**src/rtl/hfu_pkg.sv**
```systemverilog
// Package: shared widths and field positions for the hazard/forwarding unit.
// Assumes a 32-register scalar file addressed by 5-bit indices.
package hfu_pkg;
    localparam int unsigned HFU_XLEN   = 32;
    localparam int unsigned HFU_RIDX   = 5;
    localparam int unsigned HFU_RS_LSB = 21;
    localparam int unsigned HFU_RT_LSB = 16;
endpackage

```
**src/rtl/hfu_hazard.sv**
```systemverilog
// Module: load-use hazard detector.
// Flags a stall when the instruction ahead is a load to a nonzero register
// that a needed source of the decode instruction reads. Assumes the load
// result can be forwarded one cycle later, so it never stalls twice in a row.
module hfu_hazard #(
    parameter int unsigned RIDX = 5
) (
    input  logic            clk,
    input  logic            rst_n,
    input  logic [RIDX-1:0] src_rs,
    input  logic [RIDX-1:0] src_rt,
    input  logic            need_rs,
    input  logic            need_rt,
    input  logic [RIDX-1:0] ld_dest,
    input  logic            ld_valid,
    output logic            stall
);
    localparam logic [RIDX-1:0] ZERO_IDX = '0;

    logic rs_hit;
    logic rt_hit;
    logic stalled_q;

    // Purpose: compare each needed source against the pending load target.
    always_comb begin
        rs_hit = need_rs && (src_rs == ld_dest);
        rt_hit = need_rt && (src_rt == ld_dest);
        stall  = ld_valid && (ld_dest != ZERO_IDX) && (rs_hit || rt_hit) && !stalled_q;
    end

    // Purpose: remember that the previous cycle stalled.
    always_ff @(posedge clk) begin
        if (!rst_n) stalled_q <= 1'b0;
        else        stalled_q <= stall;
    end

    assert_stall_needs_load_R1: assert property (@(posedge clk) disable iff (!rst_n)
        stall |-> (ld_valid && ld_dest != ZERO_IDX));

    assert_stall_single_cycle_R5: assert property (@(posedge clk) disable iff (!rst_n)
        stall |=> !stall);

    assert_stall_has_used_match_R2: assert property (@(posedge clk) disable iff (!rst_n)
        stall |-> ((need_rs && src_rs == ld_dest) || (need_rt && src_rt == ld_dest)));
endmodule

```
**src/rtl/hfu_dx_latch.sv**
```systemverilog
// Module: decode-to-execute instruction latch.
// Captures the decode word each cycle, or a zero word (NOP) when killed.
// Assumes the front end re-presents the held word after a kill.
module hfu_dx_latch #(
    parameter int unsigned XLEN = 32
) (
    input  logic            clk,
    input  logic            rst_n,
    input  logic            kill,
    input  logic [XLEN-1:0] in_word,
    input  logic            in_vec,
    output logic [XLEN-1:0] out_word,
    output logic            out_vec
);
    // Purpose: load the next execute instruction or a bubble.
    always_ff @(posedge clk) begin
        if (!rst_n || kill) begin
            out_word <= '0;
            out_vec  <= 1'b0;
        end else begin
            out_word <= in_word;
            out_vec  <= in_vec;
        end
    end

    assert_kill_gives_nop_R3: assert property (@(posedge clk) disable iff (!rst_n)
        kill |=> (out_word == '0 && !out_vec));

    assert_pass_through_R4: assert property (@(posedge clk) disable iff (!rst_n)
        (rst_n && !kill) |=> (out_word == $past(in_word) && out_vec == $past(in_vec)));
endmodule

```
**src/rtl/hfu_fwd_mux.sv**
```systemverilog
// Module: one execute operand selector.
// Index 0 yields zero; a match with the writeback target yields the
// writeback result; otherwise the register file data. A bypass (vector
// instruction) yields zero. Purely combinational.
module hfu_fwd_mux #(
    parameter int unsigned XLEN = 32,
    parameter int unsigned RIDX = 5
) (
    input  logic [RIDX-1:0] src,
    input  logic [XLEN-1:0] rf_data,
    input  logic [RIDX-1:0] wb_dest,
    input  logic [XLEN-1:0] wb_result,
    input  logic            bypass,
    output logic [XLEN-1:0] op
);
    // Purpose: choose the operand source by priority.
    always_comb begin
        if (bypass || src == '0) op = '0;
        else if (src == wb_dest) op = wb_result;
        else                     op = rf_data;
    end
endmodule

```
**src/rtl/hfu_top.sv**
```systemverilog
// Module: load-use hazard and forwarding unit (top).
// Detects decode-stage load-use hazards, kills the decoded word on a stall,
// holds the execute instruction and forwards its two scalar operands.
// Assumes an external register file read combinationally at rf_*_addr.
module hfu_top
    import hfu_pkg::*;
#(
    parameter int unsigned XLEN   = HFU_XLEN,
    parameter int unsigned RIDX   = HFU_RIDX,
    parameter int unsigned RS_LSB = HFU_RS_LSB,
    parameter int unsigned RT_LSB = HFU_RT_LSB
) (
    input  logic            clk,
    input  logic            rst_n,
    input  logic [XLEN-1:0] id_instr,
    input  logic            id_need_rs,
    input  logic            id_need_rt,
    input  logic            id_is_vector,
    input  logic [RIDX-1:0] ex_dest,
    input  logic            ex_is_load,
    input  logic [RIDX-1:0] wb_dest,
    input  logic [XLEN-1:0] wb_result,
    input  logic [XLEN-1:0] rf_rs_data,
    input  logic [XLEN-1:0] rf_rt_data,
    output logic            stall,
    output logic            kill,
    output logic [XLEN-1:0] ex_instr,
    output logic            ex_vector,
    output logic [RIDX-1:0] rf_rs_addr,
    output logic [RIDX-1:0] rf_rt_addr,
    output logic [XLEN-1:0] op_rs,
    output logic [XLEN-1:0] op_rt
);
    localparam int unsigned NSRC = 2;

    logic [RIDX-1:0] src_idx [NSRC];
    logic [XLEN-1:0] rf_in   [NSRC];
    logic [XLEN-1:0] op_out  [NSRC];

    hfu_hazard #(.RIDX(RIDX)) u_hazard (
        .clk      (clk),
        .rst_n    (rst_n),
        .src_rs   (id_instr[RS_LSB +: RIDX]),
        .src_rt   (id_instr[RT_LSB +: RIDX]),
        .need_rs  (id_need_rs),
        .need_rt  (id_need_rt),
        .ld_dest  (ex_dest),
        .ld_valid (ex_is_load),
        .stall    (stall)
    );

    // Purpose: a stall always discards the decoded word.
    always_comb kill = stall;

    hfu_dx_latch #(.XLEN(XLEN)) u_latch (
        .clk      (clk),
        .rst_n    (rst_n),
        .kill     (kill),
        .in_word  (id_instr),
        .in_vec   (id_is_vector),
        .out_word (ex_instr),
        .out_vec  (ex_vector)
    );

    // Purpose: route register indices and read data per source.
    always_comb begin
        src_idx[0] = ex_instr[RS_LSB +: RIDX];
        src_idx[1] = ex_instr[RT_LSB +: RIDX];
        rf_in[0]   = rf_rs_data;
        rf_in[1]   = rf_rt_data;
        rf_rs_addr = src_idx[0];
        rf_rt_addr = src_idx[1];
        op_rs      = op_out[0];
        op_rt      = op_out[1];
    end

    for (genvar g = 0; g < NSRC; g++) begin : g_fwd
        hfu_fwd_mux #(.XLEN(XLEN), .RIDX(RIDX)) u_mux (
            .src       (src_idx[g]),
            .rf_data   (rf_in[g]),
            .wb_dest   (wb_dest),
            .wb_result (wb_result),
            .bypass    (ex_vector),
            .op        (op_out[g])
        );
    end

    assert_reg0_reads_zero_R7: assert property (@(posedge clk) disable iff (!rst_n)
        (rf_rs_addr == '0) |-> (op_rs == '0));

    assert_vector_no_operands_R8: assert property (@(posedge clk) disable iff (!rst_n)
        ex_vector |-> (op_rs == '0 && op_rt == '0));

    assert_forward_match_R6: assert property (@(posedge clk) disable iff (!rst_n)
        (!ex_vector && rf_rt_addr != '0 && rf_rt_addr == wb_dest) |-> (op_rt == wb_result));
endmodule

```
**config.mk**
```make
export PLATFORM = sky130hd
export DESIGN_NAME = hfu_top
export DESIGN_NICKNAME = d
export VERILOG_FILES = /design/src/rtl/hfu_pkg.sv /design/src/rtl/hfu_hazard.sv /design/src/rtl/hfu_dx_latch.sv /design/src/rtl/hfu_fwd_mux.sv /design/src/rtl/hfu_top.sv
export SDC_FILE = /design/constraint.sdc
export NUM_CORES = 1
export LEC_CHECK = 0
export CAP_MARGIN = 25
export CORE_ASPECT_RATIO = 0.7
export CORE_MARGIN = 1
export CORE_UTILIZATION = 31
export DETAILED_ROUTE_END_ITERATION = 12
export MAX_ROUTING_LAYER = met4
export PLACE_DENSITY = 0.82
export SLEW_MARGIN = 10
export SYNTH_ARGS = -nofsm -noshare
export SYNTH_HDL_FRONTEND = slang
export SYNTH_SLANG_ARGS = --single-unit
```
**constraint.sdc**
```tcl
create_clock -name clk -period 2.25 [get_ports clk]
set_input_delay 0.45 -clock clk [delete_from_list [all_inputs] [get_ports clk]]
set_output_delay 0.45 -clock clk [all_outputs]
set_load 0.01 [all_outputs]
```
==> metrics <==
outcome=finished with violations; failing checks=negative setup slack; Die Area=8980 µm²; initial antenna violation count=0; Worst VDD drop=310 µV; R2R depth=3; via/cell ratio=5.71; Synth-to-Final Area Change=136%; WHS Path Cells=3; IO Port Bufs=around 250; slowest cell delay on critical path=around 0.54 ns; Final Core Density=0.775; Final Cycle Share=1.03; crit end category=output port; Max Root-Sink Buffers=2; clk slew on worst S/H paths=0.05 ns; hpwl dp=9580 µm; Slew Limit Headroom=0.639; drt drc=0; clk sinks=34; WL/cell=20.6 µm; top post-synthesis cells by count=67 x a21oi_1, 66 x nand3_1, 64 x o21ai_0; FMAX=432 MHz; Post-Place Cells=723; Crit path arrival time=1.87 ns; Final GP Congestion=0.896; vias in the first global route=slightly above 4000; clk_skew=~0.0026 ns; Die W=113 µm; post-synth net total=around 530; Nets=803; share of layout cells above drive strength 1=0.407; CP max stage cell=or4_4; antenna cells=0; crit-path cells=or4_4 -> o21bai_4 -> buf_6 -> buf_16 -> buf_6 -> a21oi_2 -> buf_2; post-synthesis cell count=about 400; vias=approximately 4300; final hold violations=0; #FFs+latches synth=34; final instance area=6290 µm²; worst skew pair latency=approximately 0.28 ns; maximum fanout along the worst path=8; Starting Density=0.329; Max Slew Vio Count=0; CP Buf/Inv Count=4; Global Route Usage Sum=0.316; Synth top area share=0.255; gr ovfl total=0; Syn Area/Cell=6.85 µm²; Synth async-reset ratio=0; Hold EP=u_latch.out_word[24]; Worst setup SP type=flip-flop; Placed Area=5390 µm²; Hold WC Path Type=input pin to flip-flop; setup_tns=-0.480 ns; Mapped Area=around 2700 µm²; reg2reg setup slack=0.91 ns; pin count of the biggest net entering global routing=35; Synth cell types=21; worst path required time=between 1.5 and 2 ns; top area cells in the synthesized netlist=dfxtp_1 26%, a21oi_1 13%, nand3_1 12%; Synth Warn #=0; final setup margin=-0.0662 ns; first-pass GRT wire length=21300 µm; total power per unit cell area=467 nW/µm²; WL final=15700 µm; H-Tree Level Count=2; Total Power=2.93 mW; CTS tree=yes; area leader, netlist=dfxtp_1; WS Path Type=flip-flop to output port; Post-synth EDFFs=0; post-route ant nets=0; RSZ-0062 raised after global routing=yes; TritonCTS Buffers=5; Detailed Routing Iterations Pass 1=5; I/O pins=253; Worst Max-Slew Pin Slew=0.542 ns; crit-path leading delay family=simple AND/OR/NAND/NOR gates; Final min period=2.32 ns; predominant post-synthesis flop cell=dfxtp_1; hold_sp=id_instr[24]; post-synthesis sequential area ratio=0.255; worst r2r dst=u_hazard.stalled_q; Critical Path Most Common Cell=buf_6; reg2reg start=u_hazard.stalled_q; core box area=8110 µm²; Die Y=79.6 µm; Leak=2.42 nW; setup violators final=23; root buf cell=clkbuf_16; Cell Rows=27; number of max-cap violations=0; Initial DRC Count=between 300 and 400; post-route insts no fill=760; most numerous cell in the Yosys netlist=a21oi_1
==> state kept, by name (all words and copies together), names as in the netlist <==
register and cells:
u_hazard.stalled_q 1, u_latch.out_vec 1, u_latch.out_word 32
==> cell usage in the layout, fill, tap and decap left out, types with 6 or more instances in the layout <==
master	Yosys	routed
clkdlybuf4s50_1	0	173
a21oi_2	30	60
a21oi_4	0	6
clkbuf_16	0	10
buf_2	21	61
nand3_2	0	10
buf_16	0	7
buf_6	3	21
buf_12	0	7
o21ai_2	0	14
nand2_1	37	37
dfxtp_1	34	27
o21ai_0	64	35
buf_4	11	28
a21oi_1	67	31
nand3_1	66	50
xnor2_1	20	12
o21ai_1	0	15
xnor2_2	0	7
nand3_4	0	6
==> worst reg2reg max path: cells and delay by family, from the launching register on <==
| family | cells | cell delay, ns |
|---|---|---|
| buffers and inverters | 1 | 0.50 |
| flip-flops | 1 | 0.32 |
| AND/OR/NAND/NOR | 2 | 0.47 |
==> layout make-up <==
type                    count  area, µm²
clock buffers               6        139
clock inverters             1       30.0
fillers                   563       1820
multi-input cells         300       2170
flip-flops and latches     34        694
well taps                 101        126
repair buffers            318       3120
==> per-layer routing <==
| metal | up-vias | wire length, µm | GRT usage |
|---|---|---|---|
| li1 | 1927 | - | - |
| met1 | 2027 | 6280 | 0.382 |
| met2 | 319 | 7320 | 0.515 |
| met3 | 66 | 1480 | 0.0653 |
| met4 | 0 | 593 | 0.133 |
| met5 | - | 0 | - |
==> kinds of logic after synthesis <==
group | after synthesis | share of synthesized area
AO/OA/AOI/OAI | 164 | 0.358
flip-flops | 34 | 0.255
XOR/XNOR | 20 | 0.0657
buffers and inverters | 55 | 0.111
AND/OR/NAND/NOR | 116 | 0.210
==> worst max path at each step <==
stage | from | endpoint | slack [ns] | cells after the start
2_1_floorplan | ex_dest[1] | stall | 0.26 | 5
3_3_place_gp | wb_dest[0] | op_rs[15] | -0.64 | 7
3_5_place_dp | wb_dest[0] | op_rs[27] | -0.72 | 7
4_1_cts | u_latch.out_word[22] | op_rs[27] | -0.05 | 6
5_1_grt | u_latch.out_word[17] | op_rt[10] | -0.10 | 7
6_report | u_latch.out_word[17] | op_rt[10] | -0.07 | 7
==> stage by stage <==
stage,hold slack [ns],setup WS (ns)
floorplan,0.543,0.263
global placement,0.902,-0.645
detailed placement,0.913,-0.723
CTS,0.706,-0.0504
global route,0.480,-0.103
finish,0.459,-0.0662
==> power breakdown <==
group | internal (mW) | total [mW] | switching, mW
Combinational | 0.784 | 1.49 | 0.708
Sequential | 0.637 | 0.657 | 0.0191
Clock | 0.546 | 0.786 | 0.240
Total | 1.97 | 2.93 | 0.967
==> what timing repair did <==
action | in CTS | in global routing
hold buffers | 0 | 0
endpoints found under the setup margin | 66 | 66
gates resized for setup | 346 | 117
setup buffers | 15 | 5
gates cloned | 9 | 5
pin swaps | 9 | 32
No activity file was read; power rests on OpenSTA's default activity.
